File: config.mk
export PLATFORM = sky130hd
export DESIGN_NAME = rro_unit
export DESIGN_NICKNAME = d
export VERILOG_FILES = /design/src/rtl/rro_pkg.sv /design/src/rtl/rro_decode.sv /design/src/rtl/rro_datapath.sv /design/src/rtl/rro_cond.sv /design/src/rtl/rro_unit.sv
export SDC_FILE = /design/constraint.sdc
export NUM_CORES = 1
export LEC_CHECK = 0
export CORE_ASPECT_RATIO = 0.9
export CORE_MARGIN = 2
export CORE_UTILIZATION = 40
export DETAILED_ROUTE_END_ITERATION = 8
export GPL_TIMING_DRIVEN = 0
export PLACE_DENSITY_LB_ADDON = 0.05
export SYNTH_ARGS = -nofsm -noshare
export SYNTH_HDL_FRONTEND = slang
export SYNTH_SLANG_ARGS = --single-unit
export TNS_END_PERCENT = 50
File: constraint.sdc
create_clock -name vclk -period 9.9
set_input_delay 2.97 -clock vclk [all_inputs]
set_output_delay 2.97 -clock vclk [all_outputs]
set_load 0.1 [all_outputs]
File: src/rtl/rro_pkg.sv
package rro_pkg;

    localparam int FIELD_W = 12;

    // Bit positions inside the operation mask (the caller relies on these)
    localparam int BIT_CLA = 11;
    localparam int BIT_CLE = 10;
    localparam int BIT_CMA = 9;
    localparam int BIT_CME = 8;
    localparam int BIT_CIR = 7;
    localparam int BIT_CIL = 6;
    localparam int BIT_INC = 5;
    localparam int BIT_SPA = 4;
    localparam int BIT_SNA = 3;
    localparam int BIT_SZA = 2;
    localparam int BIT_SZE = 1;
    localparam int BIT_HLT = 0;

    typedef enum logic [3:0] {
        OP_NONE,
        OP_ZERO_AC,
        OP_ZERO_E,
        OP_INV_AC,
        OP_INV_E,
        OP_ROT_R,
        OP_ROT_L,
        OP_BUMP,
        OP_T_POS,
        OP_T_NEG,
        OP_T_ZAC,
        OP_T_ZE,
        OP_STOP
    } rro_op_e;

    typedef struct packed {
        logic skip;
        logic halt;
    } rro_ctl_t;

    function automatic logic single_bit(input logic [FIELD_W-1:0] f);
        return (f != '0) && ((f & (f - FIELD_W'(1))) == '0);
    endfunction

    function automatic rro_op_e op_of_bit(input int idx);
        case (idx)
            BIT_CLA: return OP_ZERO_AC;
            BIT_CLE: return OP_ZERO_E;
            BIT_CMA: return OP_INV_AC;
            BIT_CME: return OP_INV_E;
            BIT_CIR: return OP_ROT_R;
            BIT_CIL: return OP_ROT_L;
            BIT_INC: return OP_BUMP;
            BIT_SPA: return OP_T_POS;
            BIT_SNA: return OP_T_NEG;
            BIT_SZA: return OP_T_ZAC;
            BIT_SZE: return OP_T_ZE;
            BIT_HLT: return OP_STOP;
            default: return OP_NONE;
        endcase
    endfunction

    function automatic logic is_test_op(input rro_op_e op);
        return (op == OP_T_POS) || (op == OP_T_NEG) || (op == OP_T_ZAC) || (op == OP_T_ZE);
    endfunction

endpackage

File: src/rtl/rro_decode.sv
module rro_decode
    import rro_pkg::*;
(
    input  logic [FIELD_W-1:0] field,
    output rro_op_e            op,
    output logic               bad
);
    logic             legal;
    logic [FIELD_W-1:0] hit;

    assign legal = single_bit(field);
    assign bad   = ~legal;

    generate
        for (genvar i = 0; i < FIELD_W; i++) begin : g_hit
            assign hit[i] = field[i] & legal;
        end
    endgenerate

    always_comb begin
        op = OP_NONE;
        for (int i = 0; i < FIELD_W; i++) begin
            if (hit[i]) op = op_of_bit(i);
        end
    end

    always_comb begin
        AST_ILLEGAL_COUNT: assert (bad == ($countones(field) != 1));
        if (bad) begin
            AST_ILLEGAL_NO_OP: assert (op == OP_NONE);
        end else begin
            AST_LEGAL_HAS_OP: assert (op != OP_NONE);
        end
    end
endmodule

File: src/rtl/rro_datapath.sv
module rro_datapath
    import rro_pkg::*;
#(
    parameter int DATA_W = 16
) (
    input  rro_op_e           op,
    input  logic [DATA_W-1:0] acc,
    input  logic              cin,
    output logic [DATA_W-1:0] acc_nx,
    output logic              cout
);
    localparam int MSB = DATA_W - 1;
    localparam logic [DATA_W-1:0] ONE = DATA_W'(1);

    always_comb begin
        acc_nx = acc;
        cout   = cin;
        unique case (op)
            OP_ZERO_AC: acc_nx = '0;
            OP_ZERO_E:  cout   = 1'b0;
            OP_INV_AC:  acc_nx = ~acc;
            OP_INV_E:   cout   = ~cin;
            OP_ROT_R: begin
                acc_nx = {cin, acc[MSB:1]};
                cout   = acc[0];
            end
            OP_ROT_L: begin
                acc_nx = {acc[MSB-1:0], cin};
                cout   = acc[MSB];
            end
            OP_BUMP:    acc_nx = acc + ONE;
            default: ;
        endcase
    end

    always_comb begin
        if (op == OP_BUMP) begin
            AST_BUMP_STEP: assert ((acc_nx - acc) == ONE);
            AST_BUMP_KEEPS_E: assert (cout == cin);
        end
        if (op == OP_ROT_R || op == OP_ROT_L) begin
            AST_ROT_CONSERVES: assert ($countones({cout, acc_nx}) == $countones({cin, acc}));
        end
        if (op == OP_NONE || op == OP_STOP || is_test_op(op)) begin
            AST_STATE_HELD: assert (acc_nx == acc && cout == cin);
        end
    end
endmodule

File: src/rtl/rro_cond.sv
module rro_cond
    import rro_pkg::*;
#(
    parameter int DATA_W = 16
) (
    input  rro_op_e           op,
    input  logic [DATA_W-1:0] acc,
    input  logic              cin,
    output rro_ctl_t          ctl
);
    localparam int MSB = DATA_W - 1;

    logic sign;
    logic ac_zero;

    assign sign    = acc[MSB];
    assign ac_zero = (acc == '0);

    always_comb begin
        ctl = '0;
        unique case (op)
            OP_T_POS: ctl.skip = ~sign;
            OP_T_NEG: ctl.skip = sign;
            OP_T_ZAC: ctl.skip = ac_zero;
            OP_T_ZE:  ctl.skip = ~cin;
            OP_STOP:  ctl.halt = 1'b1;
            default: ;
        endcase
    end

    always_comb begin
        AST_SKIP_HALT_EXCL: assert ($onehot0({ctl.skip, ctl.halt}));
        if (ctl.skip) begin
            AST_SKIP_ONLY_TESTS: assert (is_test_op(op));
        end
        if (ctl.halt) begin
            AST_HALT_SOURCE: assert (op == OP_STOP);
        end
        if (op == OP_T_ZAC && ctl.skip) begin
            AST_ZERO_SKIP_NOT_NEG: assert (!sign);
        end
    end
endmodule

File: src/rtl/rro_unit.sv
module rro_unit
    import rro_pkg::*;
#(
    parameter int DATA_W = 16
) (
    input  logic [DATA_W-1:0]  acc_in,
    input  logic               carry_in,
    input  logic [FIELD_W-1:0] op_field,
    output logic [DATA_W-1:0]  acc_out,
    output logic               carry_out,
    output logic               skip_req,
    output logic               halt_req,
    output logic               illegal
);
    rro_op_e  op;
    rro_ctl_t ctl;

    rro_decode u_decode (
        .field (op_field),
        .op    (op),
        .bad   (illegal)
    );

    rro_datapath #(.DATA_W(DATA_W)) u_datapath (
        .op     (op),
        .acc    (acc_in),
        .cin    (carry_in),
        .acc_nx (acc_out),
        .cout   (carry_out)
    );

    rro_cond #(.DATA_W(DATA_W)) u_cond (
        .op  (op),
        .acc (acc_in),
        .cin (carry_in),
        .ctl (ctl)
    );

    assign skip_req = ctl.skip;
    assign halt_req = ctl.halt;
endmodule

# Yosys cells after proc, flatten, opt, wreduce, memory -nomap -nowiden
# Index checks and enable logic that the tools add are counted.
# op_classes
n_addsub,2
eq_ne,12
mux,16
bitwise_logic,17
n_reduce_logical,4
# op_table
operator,count
one-hot mux 16 bit (5 select lines),1
two-way mux 4 bit,12
"equality test 4 bit, second input constant",5
"adder 16 x 1 -> 16 bit, second input constant",1
"equality test 4 x 3 -> 1 bit, second input constant",4
logical NOT 16 bit,1
NOT 16 bit,1
AND 1 bit,12
AND 12 bit,1
logical NOT 12 bit,1
nonzero test 12 bit,1
"subtractor 12 x 1 -> 12 bit, second input constant",1
"equality test 4 x 2 -> 1 bit, second input constant",2
one-hot mux 1 bit (4 select lines),2
"equality test 4 x 1 -> 1 bit, second input constant",1
NOT 1 bit,3
logical AND 1 bit,1
two-way mux 1 bit,1
# word_totals
regBits,0
in_bits,29
out_inout_bits,20
word_cells,51

# Depth between registers and ports, before layout
# Gate-level depths: netlist of the first run.
# depth
depth_word,19
ltp_mapped,10
depth_no_buf,9

# By module
# Synthesis of the first run repeated with hierarchy kept, for this count alone.
# unflattened
hier_cells,217
area_unflattened_um2,1308.8
# by_module_without_submodules
mod,instances,cells_each,area_each_um2,seq_area_each_um2
rro_datapath,1,159,899.6,0.0
rro_decode,1,45,317.8,0.0
rro_cond,1,13,91.3,0.0

# Least setup slack after synthesis of the first run
# No wires, ideal clock.
# synth_timing
path_type,input port to output port
from,input port op_field[6]
to,output port carry_out
arrival_time_ns,8.024
required_ns,6.930
setup_slack_ns,-1.094
cell_stages,7
path_buffers,1
cell_sequence,buf_2 or4_1 o41ai_2 o31ai_1 nor3_2 nand2_1 o311ai_0
# synth_between
elab_chain_len,19
word_cells_on_any_way,34
cone_classes,1 x add/sub; 4 x eq/ne; 13 x mux; 13 x bitwise; 3 x reduce/logical
# synth_rtl
element,line_no,source
start: declaration,rro_unit.sv:8,"input logic [FIELD_W-1:0] op_field,"
subtractor 12 x 1 -> 12 bit,rro_pkg.sv:41,return (f != '0) && ((f & (f - FIELD_W'(1))) == '0);
AND 12 bit,rro_pkg.sv:41,
logical NOT 12 bit,rro_pkg.sv:41,
logical AND 1 bit,rro_pkg.sv:41,
AND 1 bit,rro_decode.sv:16,assign hit[i] = field[i] & legal;
two-way mux 4 bit (11 in series),rro_decode.sv:23,if (hit[i]) op = op_of_bit(i);
two-way mux 4 bit (*),rro_decode.sv:23,
equality test 4 x 3 -> 1 bit (tied with other cells),-,
one-hot mux 1 bit (4 select lines) (*),rro_datapath.sv:18,unique case (op)
end: declaration,rro_unit.sv:10,"output logic carry_out,"
# Mark *: on every way between the ends. The rest lies on a longest branch, timed or not.

# Final worst setup path of the first run
# layout_timing
from,input port op_field[1]
to,output port acc_out[6]
# layout_between
elab_chain_len,19
word_cells_on_any_way,35
cone_classes,1 x add/sub; 5 x eq/ne; 13 x mux; 13 x bitwise; 3 x reduce/logical
# layout_rtl
element,line_no,source
subtractor 12 x 1 -> 12 bit,rro_pkg.sv:41,
AND 12 bit,rro_pkg.sv:41,
logical NOT 12 bit,rro_pkg.sv:41,
logical AND 1 bit,rro_pkg.sv:41,
AND 1 bit,rro_decode.sv:16,
two-way mux 4 bit (11 in series),rro_decode.sv:23,
two-way mux 4 bit (*),rro_decode.sv:23,
equality test 4 x 3 -> 1 bit (tied with other cells),-,
one-hot mux 16 bit (5 select lines) (*),rro_datapath.sv:18,
end: declaration,rro_unit.sv:9,"output logic [DATA_W-1:0] acc_out,"
# Marks and branches as above.

==> results of run 1 <==
through the flow:
step / cell area (µm²) / setup slack, ns / setup TNS [ns] / hold WS, ns / util (%)
5_1_grt: 1820 / -0.103 / -0.117 / 6.71 / 54.0
3_5_place_dp: 1890 / -0.309 / -3.20 / 7.27 / 55.8
6_report: 1820 / 0.0788 / 0 / 6.67 / 54.0
2_1_floorplan: 1420 / -0.0426 / -0.123 / 6.27 / -
4_1_cts: 1870 / -0.222 / -0.222 / 6.92 / 55.3
3_3_place_gp: 1890 / -0.270 / -2.68 / 7.26 / 55.8
path summary, 6_finish.rpt:
kind | to | slack, ns | cells past startpoint
setup / recovery | acc_out[6] | 0.08 | 9
hold / removal | acc_out[3] | 6.67 | 3
Yosys cell counts, drive strengths merged (2+ instances only):
cell type | instances | area [µm²]
a211o | 2 | 17.5
a221oi | 2 | 17.5
o211ai | 3 | 22.5
nand4 | 7 | 65.1
o31a | 2 | 17.5
o22ai | 3 | 25.0
a31oi | 4 | 25.0
nor2b | 2 | 12.5
buf | 6 | 41.3
a21oi | 15 | 78.8
or3 | 2 | 12.5
nor2 | 23 | 93.8
nor4b | 3 | 41.3
and3 | 7 | 43.8
o221ai | 2 | 23.8
nand2 | 19 | 71.3
nand2b | 3 | 18.8
o21ai | 32 | 160
a22o | 6 | 52.6
o21a | 5 | 37.5
o31ai | 3 | 22.5
nand3 | 6 | 30.0
or2 | 2 | 12.5
nor3 | 7 | 40.0
inv | 7 | 26.3
a22oi | 8 | 60.1
or4 | 5 | 41.3
clkbuf | 9 | 33.8
ha | 2 | 25.0
nor4 | 7 | 50.1
layout by cell type (no fill, tap or decap), types with 6 or more instances in the layout:
cell and count:
nor3_1 6, o21ai_0 27, clkbuf_2 13, a22oi_1 8, nand2_1 19, nand3_1 6
a22o_1 6, and3_1 7, a21oi_1 14, clkbuf_1 9, nor2_1 22, clkdlybuf4s50_1 23
area by class of cell:
type | instances | area, µm²
plain buffers | 15 | 75.1
multi-input cells | 202 | 1320
well taps | 44 | 55.1
repair buffers | 41 | 348
inverters | 7 | 26.3
fillers | 374 | 1560
routing by layer:
layer | vias to the layer above | track usage, %
li1 | 975 | -
met1 | 911 | 40.6
met2 | 92 | 37.6
met3 | 5 | 1.13
met4 | 0 | 1.75
met5 | - | 0
logic make-up (layout without fill, tap and decap cells):
kind of cell	after synthesis	count (layout)	synth area share, %
fa+ha+maj	3	3	2.49
compound gates	100	100	48.9
buf+inv	22	63	7.20
simple gates	98	98	40.8
xor+xnor	1	1	0.622
power by group through the flow:
stage                     Combinational (mW)  Sequential [mW]  Clock [mW]
after floorplan                       0.0571                0           0
after global placement                0.0842                0           0
after detailed placement              0.0842                0           0
after CTS                             0.0821                0           0
after global routing                  0.0867                0           0
final                                 0.0818                0           0
what timing repair did:
action	in CTS	in global routing
endpoints found under the setup margin	16	17
resized for setup	17	30
hold buffers	0	0
critical path, stage by stage:
cell	delay, ns
clkdlybuf4s50_1	0.50
or4_4	0.62
nor2_1	0.35
o221ai_1	0.27
nor4_2	0.89
a22oi_1	0.14
o21ai_1	0.14
a22o_1	0.14
clkdlybuf4s15_1	0.82
==> results.md, run 1 <==
- Post-CTS Setup Bufs: 0
- Power Internal: 23.6 µW
- DR WL met3: 382 µm
- Grt ovf: 0
- DR vias/cell: 6.42
- Boundary Pins: a little under 50
- Fmax: 0.102 GHz
- Yosys warnings: 0
- Startpoint Class: primary input
- Seq_cells: 0
- Worst slew pin tran: 1.02 ns
- P_sw: 58.2 µW
- Post-detail-place hpwl: around 3.7 mm
- Routed len/inst: 16.6 µm
- Maximum vdd drop: 0.0000257 V
- Pwr/cell area: 44.9 nW/µm²
- RSZ-0062 raised after global routing: yes
- Worst rel slew slack: 31.7%
- DRC violation count after routing: 0
- Final Wtd Congestion: 0.904
- Non-Filler Instances: 309
- Top Layer Used: met4
- Vias: 1983
- First-pass GRT wire length: 7.98 mm
- P&R area growth vs syn: 29.5%
- FF+latch area: 0 µm²
- Chip width: 66.5 µm
- Antenna viol nets, final: 0
- Total Power: 81.8 µW
- Crit end category: output port
- Crit path time final: 9.82 ns
- Met1 Wirelength: around 2.6 mm
- Part of the power in combinational logic: 100.0%
- Sequential share of the synthesized area: 0%
- Hold wc startpoint: acc_in[3]
- Gr usage total: 25.1%
- Critical path origin: op_field[1]
- CLK BUF: 0
- Max-cap violation count: 0
- Port Buffers: 41
- Crit path DAT: 6.85 ns
- Final Hold Fails: 0
- Syn Nets: 255
- Effective utilization at floorplan: 41.7%
- Placed Cells: 309
- Cells after Synth: 224
- Clock Power Share: 0%
- Critical Path Fanout Max: 9
- Unique masters post-synth: 64
- Drt pass-1 iters: 5
- Drt total wl: 5.14 mm
- Layout cells sized above 1: between 10% and 20%
- Req. time, crit path: 6.93 ns
- Status: finished, final reports clean
- Met2 wire length: 2.13 mm
- LEAKAGE: 0.642 nW
- Switching part of the total power: 71.2%
- HP Class: primary input to output port
- Vias in the first global route: 1631
- # setup viols final: 0
- Post-Syn Area per Cell: 6.28 µm²
- Synth Cell Area: about 1400 µm²
- Die Y: 60.3 µm
- Final period utilization: 99.2%
- CORE AREA: 3380 µm²
- ANT cells: 0
- Full die area: 4010 µm²
- Initial antenna violation count: 0
- Largest net degree at the start of global routing: 11
- Count of pins over their slew limit: 0
- Iter 0 DRT Violations: 159
- Kind of critical path: primary input to output port
- Final nets: 298
- Sequential power share: 0%
- Number of cell rows: 20
Note: power is estimated with default switching activity, not from simulation.
==> run 2: changes to the inputs <==
- ABC_AREA: unset -> 1
- GPL_ROUTABILITY_DRIVEN: unset -> 0
==> run 2 against run 1 <==
Effect of this change:
- cell count grew 26%
- routed wire length decreased by 5.1%
- critical path depth increased by 7
- combinational power decreased by 3.2%
- critical path type unchanged
- critical endpoint is now acc_out[15]
- largest cell class unchanged
==> results.md, run 2 <==
- Vias in the first global route: 1594 (-2.3%)
- WHS: 7.24 ns (+0.567 ns)
- Crit path DAT: 6.42 ns (-0.43 ns)
- Worst rel slew slack: 33.9% (+2.2 points)
- Vias: 2022 (+2.0%)
- Top cells by count, synth: nand2_1 (86), nor2_1 (41), inv_1 (36)
- Cts repair resizes: 0 (-17)
- Effective utilization at floorplan: 41.1% (-0.58 points)
- Kind of critical path: primary input to output port
- Chip width: 68.8 µm (+3.4%)
- Fmax: 0.107 GHz (+4.6%)
- Syn Nets: 329 (+29%)
- Die Y: 62.3 µm (+3.4%)
- Post-CTS Setup Bufs: 0 (unchanged)
- Initial antenna violation count: 0 (unchanged)
- Req. time, crit path: 6.93 ns (about the same)
- Gr usage total: 22.4% (-2.8 points)
- Boundary Pins: 49 (unchanged)
- Port Buffers: 45 (+9.8%)
- Max-cap violation count: 0 (unchanged)
- Yosys warnings: 0 (unchanged)
- Critical Path Fanout Max: 10 (+1)
- Unique masters post-synth: 30 (-53%)
- Count of pins over their slew limit: 0 (unchanged)
- Routed len/inst: 12.5 µm (-25%)
- Synth Cell Area: 1510 µm² (+7.4%)
- Area leader, netlist: nand2_1
- Antenna viol nets, final: 0 (unchanged)
- DRC violation count after routing: 0 (unchanged)
- Status: finished, final reports clean
- Largest cells by area after synthesis: nand2_1 (21%), nor2_1 (10%), inv_1 (8.9%)
- Iter 0 DRT Violations: 225 (+42%)
- Drt total wl: 4.88 mm (-5.1%)
- HP Class: primary input to output port
- CLK BUF: 0 (unchanged)
- First-pass GRT wire length: 7.77 mm (-2.6%)
- Startpoint Class: primary input
- # setup viols final: 0 (unchanged)
- DR vias/cell: 5.20 (-19%)
- Most frequent cell after synthesis: nand2_1
- ANT cells: 0 (unchanged)
- # hold bufs at CTS: 0 (unchanged)
- Number of cell rows: 21 (+5.0%)
- Crit path time final: 9.39 ns (-0.434 ns)
- Full die area: 4290 µm² (+6.9%)
- Maximum vdd drop: 0.0000254 V (-1.1%)
- Worst slew pin tran: 0.988 ns (-0.0278 ns)
- Post-detail-place hpwl: 3.87 mm (+3.2%)
- Finished Core Util: 54.9% (+0.93 points)
- Top cell type's share of synthesized area: 21.4% (+12 points)
- RSZ-0062 raised after global routing: no
- Post-Syn Area per Cell: 5.07 µm² (-19%)
- Critical Path, Cell by Cell: clkdlybuf4s50_1, inv_2, nand2_1, nor2_1, nand2_1, nand2_1, nand2_1, nor2_4, nand3_4, nor2_4, inv_2, buf_2, o21ai_0, nor2_1, o21ai_1, clkdlybuf4s50_1
- Final nets: 376 (+26%)
- Pwr/cell area: 39.2 nW/µm² (-13%)
- Most frequent cells in the layout: nand2_1 (86), clkdlybuf4s50_1 (45), nor2_1 (41), inv_1 (36), nand3_1 (17)
- Total Power: 79.2 µW (-3.2%)
- Sequential share of the synthesized area: 0% (unchanged)
- Final period utilization: 94.8% (-4.4 points)
- Worst stage delay on the critical path: 1.15 ns (+0.26 ns)
- P&R area growth vs syn: 33.6%
- Cells after Synth: 298 (+33%)
- Grt ovf: 0 (unchanged)
- Setup TNS: 0 ns (unchanged)
- LEAKAGE: 0.863 nW (+35%)
- Commonest non-fill, non-tap cell in the layout: nand2_1
- Seq_cells: 0 (unchanged)
- CORE AREA: 3680 µm² (+8.9%)
- Crit end category: output port
- FF+latch area: 0 µm² (unchanged)
- Drt pass-1 iters: 5 (unchanged)
- Most Frequent Cell on Critical Path: nand2_1
- Layout cells sized above 1: 9.33% (-4.6 points)
- Final Hold Fails: 0 (unchanged)
- Max stage delay cell, worst path: clkdlybuf4s50_1
- Hold path depth: 4 (+1)
- Largest net degree at the start of global routing: 11 (unchanged)
==> run 2: changes by cell type after synthesis, sizes merged, moves of 7 or more <==
cell	before	now
nand2	19	90
inv	7	40
nor2	23	49
a21oi	15	2
nand3	6	19
o31ai	3	15
xor2	1	10
a22oi	8	0
and3	7	0
==> run 2: stage by stage <==
step           cells  setup WS [ns]  area (µm²)
6_report         389          0.513        2020
5_1_grt          389          0.296        2020
4_1_cts          389          0.549        2020
3_5_place_dp     389          0.560        2020
3_3_place_gp     389          0.537        2020
2_1_floorplan    298          0.827        1510
==> run 2: worst paths after layout <==
kind	to	slack, ns	start
worst max-delay path	acc_out[15]	0.51	op_field[9]
worst min-delay path	acc_out[12]	7.24	acc_in[12]
==> run 2: critical path, delay by kind of cell <==
family | cells | cell delay, ns
buffers and inverters | 5 | 2.12
AND/OR/NAND/NOR | 9 | 1.01
AO/OA/AOI/OAI | 2 | 0.28
==> run 2: cell type report <==
class / instances / area, µm²
tap: 46 / 57.6
fill: 409 / 1660
buffer: 11 / 70.1
timing repair buffer: 45 / 450
multi-input combinational: 247 / 1290
inverter: 40 / 150
==> run 2: report_power, final <==
part           internal, mW  leakage (nW)  switching, mW
logic                0.0236         0.863         0.0555
registers                 0             0              0
clock network             0             0              0
total                0.0236         0.863         0.0555
==> run 2: logic make-up (layout without fill, tap and decap cells) <==
| group | count (synthesis) | after routing | synth area share [%] |
|---|---|---|---|
| and+or+nand+nor | 184 | 184 | 56.4 |
| buffers and inverters | 51 | 96 | 14.6 |
| AOI/OAI and AO/OA | 50 | 50 | 21.0 |
| xor gates and xnor gates | 11 | 11 | 6.37 |
| adders and majority gates | 2 | 2 | 1.66 |
==> run 2: per-layer routing <==
| metal | share of wire [%] | global-route usage [%] | vias to the layer above |
|---|---|---|---|
| li1 | - | - | 1073 |
| met1 | 52 | 40.0 | 874 |
| met2 | 40 | 30.3 | 75 |
| met3 | 7.6 | 0.181 | 0 |
| met4 | 0 | 0.735 | 0 |
| met5 | 0 | 0 | - |
==> run 3: changes to the inputs <==
--- a/config.mk
+++ b/config.mk
@@ -9,5 +9,5 @@
 export CORE_ASPECT_RATIO = 0.9
 export CORE_MARGIN = 2
-export CORE_UTILIZATION = 40
+export CORE_UTILIZATION = 49
 export DETAILED_ROUTE_END_ITERATION = 8
 export GPL_ROUTABILITY_DRIVEN = 0
==> constraint.sdc (replaced) <==
create_clock -name vclk -period 9.9
set_input_delay 1.98 -clock vclk [all_inputs]
set_output_delay 1.98 -clock vclk [all_outputs]
set_load 0.1 [all_outputs]
==> run 3 against run 2 <==
Effect of this change:
- global-route usage rose by 4.3 points
- cell count fell by 1.0%
- non-clock buffer count did not move
- sequential share of layout area did not move
- count of clock-buffer cells in the layout did not move
- die area fell by 17%
- routed wire length fell by 2.4%
- critical path depth did not move
- first-iteration DRC count fell by 14%
- via count rose by 2.8%
- flip-flop and latch count did not move
==> results.md, run 3 (synthesized netlist as in run 2, its figures left out) <==
- Worst slew pin tran: 0.971 ns (-0.0173 ns)
- Effective utilization at floorplan: 50.5% (+9.4 points)
- Req. time, crit path: 7.92 ns (+0.99 ns)
- Crit path time final: 7.45 ns (-1.94 ns)
- Fmax: 0.134 GHz (+26%)
- Port Buffers: 45 (unchanged)
- Kind of critical path: primary input to output port
- Gr usage total: 26.7% (+4.3 points)
- Critical Path Fanout Max: 10 (unchanged)
- HP Class: primary input to output port
- Startpoint Class: primary input
- Largest net degree at the start of global routing: 11 (unchanged)
- Drt pass-1 iters: 5 (unchanged)
- P&R area growth vs syn: 33.3%
- WHS: 5.26 ns (-1.98 ns)
- Maximum vdd drop: 0.0000273 V (+7.4%)
- Worst rel slew slack: 35.1% (+1.2 points)
- Chip width: 62.5 µm (-9.1%)
- Crit path DAT: 5.47 ns (-0.95 ns)
- Initial antenna violation count: 0 (unchanged)
- CORE AREA: 3000 µm² (-19%)
- # fillers: 319 (-22%)
- Vias: 2078 (+2.8%)
- Max-cap violation count: 0 (unchanged)
- DR vias/cell: 5.40 (+3.8%)
- Drt total wl: 4.76 mm (-2.4%)
- LEAKAGE: 0.863 nW (unchanged)
- Pwr/cell area: 39.4 nW/µm² (+0.45%)
- Antenna viol nets, final: 0 (unchanged)
- First-pass GRT wire length: 8.05 mm (+3.6%)
- Grt ovf: 0 (unchanged)
- Post-detail-place hpwl: 3.79 mm (-2.1%)
- Routed len/inst: 12.4 µm (-1.4%)
- Most frequent cells in the layout: nand2_1 (86), clkdlybuf4s50_1 (45), nor2_1 (41), inv_1 (36), nand3_1 (17)
- Commonest non-fill, non-tap cell in the layout: nand2_1
- RSZ-0062 raised after global routing: no
- Post-CTS Setup Bufs: 0 (unchanged)
- Setup TNS: 0 ns (unchanged)
- Status: finished, final reports clean
- Die Y: 56.7 µm (-9.0%)
- Iter 0 DRT Violations: 193 (-14%)
- Final Hold Fails: 0 (unchanged)
- Crit end category: output port
- Layout cells sized above 1: 9.33% (unchanged)
- Boundary Pins: 49 (unchanged)
- ANT cells: 0 (unchanged)
- Seq_cells: 0 (unchanged)
- # setup viols final: 0 (unchanged)
- CLK BUF: 0 (unchanged)
- Number of cell rows: 19 (-9.5%)
- Full die area: 3550 µm² (-17%)
- Count of pins over their slew limit: 0 (unchanged)
- Final period utilization: 75.2% (-20 points)
- DRC violation count after routing: 0 (unchanged)
- # hold bufs at CTS: 0 (unchanged)
- FF+latch area: 0 µm² (unchanged)
- Final nets: 376 (unchanged)
- Vias in the first global route: 1740 (+9.2%)
- Cts repair resizes: 0 (unchanged)
run 3: cell counts in the layout (fill, tap and decap cells not counted):
Identical to the previous run, type by type.
run 3: final cells by class:
cell class | count | area (µm²) | area share, %
Inverter | 40 | 150 | 7.45
Tap cell | 42 | 52.6 | 2.61
Timing Repair Buffer | 45 | 450 | 22.4
Multi-Input combinational cell | 247 | 1290 | 64.1
Buffer | 11 | 70.1 | 3.48
run 3: worst paths after layout:
check	startpoint	end	slack, ns	cells after the start
setup / recovery	op_field[9]	acc_out[15]	2.45	16
hold / removal	acc_in[12]	acc_out[12]	5.26	4
run 3: worst max-delay path, cell delays in order:
cell and delay (ns):
clkdlybuf4s50_1 0.49, inv_2 0.20, nand2_1 0.12, nor2_1 0.17, nand2_1 0.08, nand2_1 0.05
nand2_1 0.10, nor2_4 0.11, nand3_4 0.11, nor2_4 0.21, inv_2 0.08, buf_2 0.20
o21ai_0 0.23, nor2_1 0.08, o21ai_1 0.09, clkdlybuf4s50_1 1.15
run 3: stage by stage:
step	std cells	area, µm²	utilization (%)	power, mW	setup slack, ns
final	385	2010	67.3	0.0793	2.45
after global routing	385	2010	67.3	0.0840	2.29
after CTS	385	2010	67.3	0.0787	2.52
after detailed placement	385	2010	67.3	0.0784	2.55
after global placement	385	2010	67.3	0.0779	2.53
after floorplan	298	1510	-	0.0510	2.81
run 3: routing by layer:
layer | up-vias | global-route usage, % | routed length [µm]
met4 | 0 | 0.635 | 17
met1 | 912 | 41.7 | 2390
met2 | 90 | 41.5 | 1980
li1 | 1074 | - | -
met5 | - | 0 | 0
met3 | 2 | 2.20 | 377
run 3: where the power goes:
part | leakage (nW) | switching, mW | total (mW) | internal (mW)
Sequential | 0 | 0 | 0 | 0
Clock | 0 | 0 | 0 | 0
Combinational | 0.863 | 0.0556 | 0.0793 | 0.0237
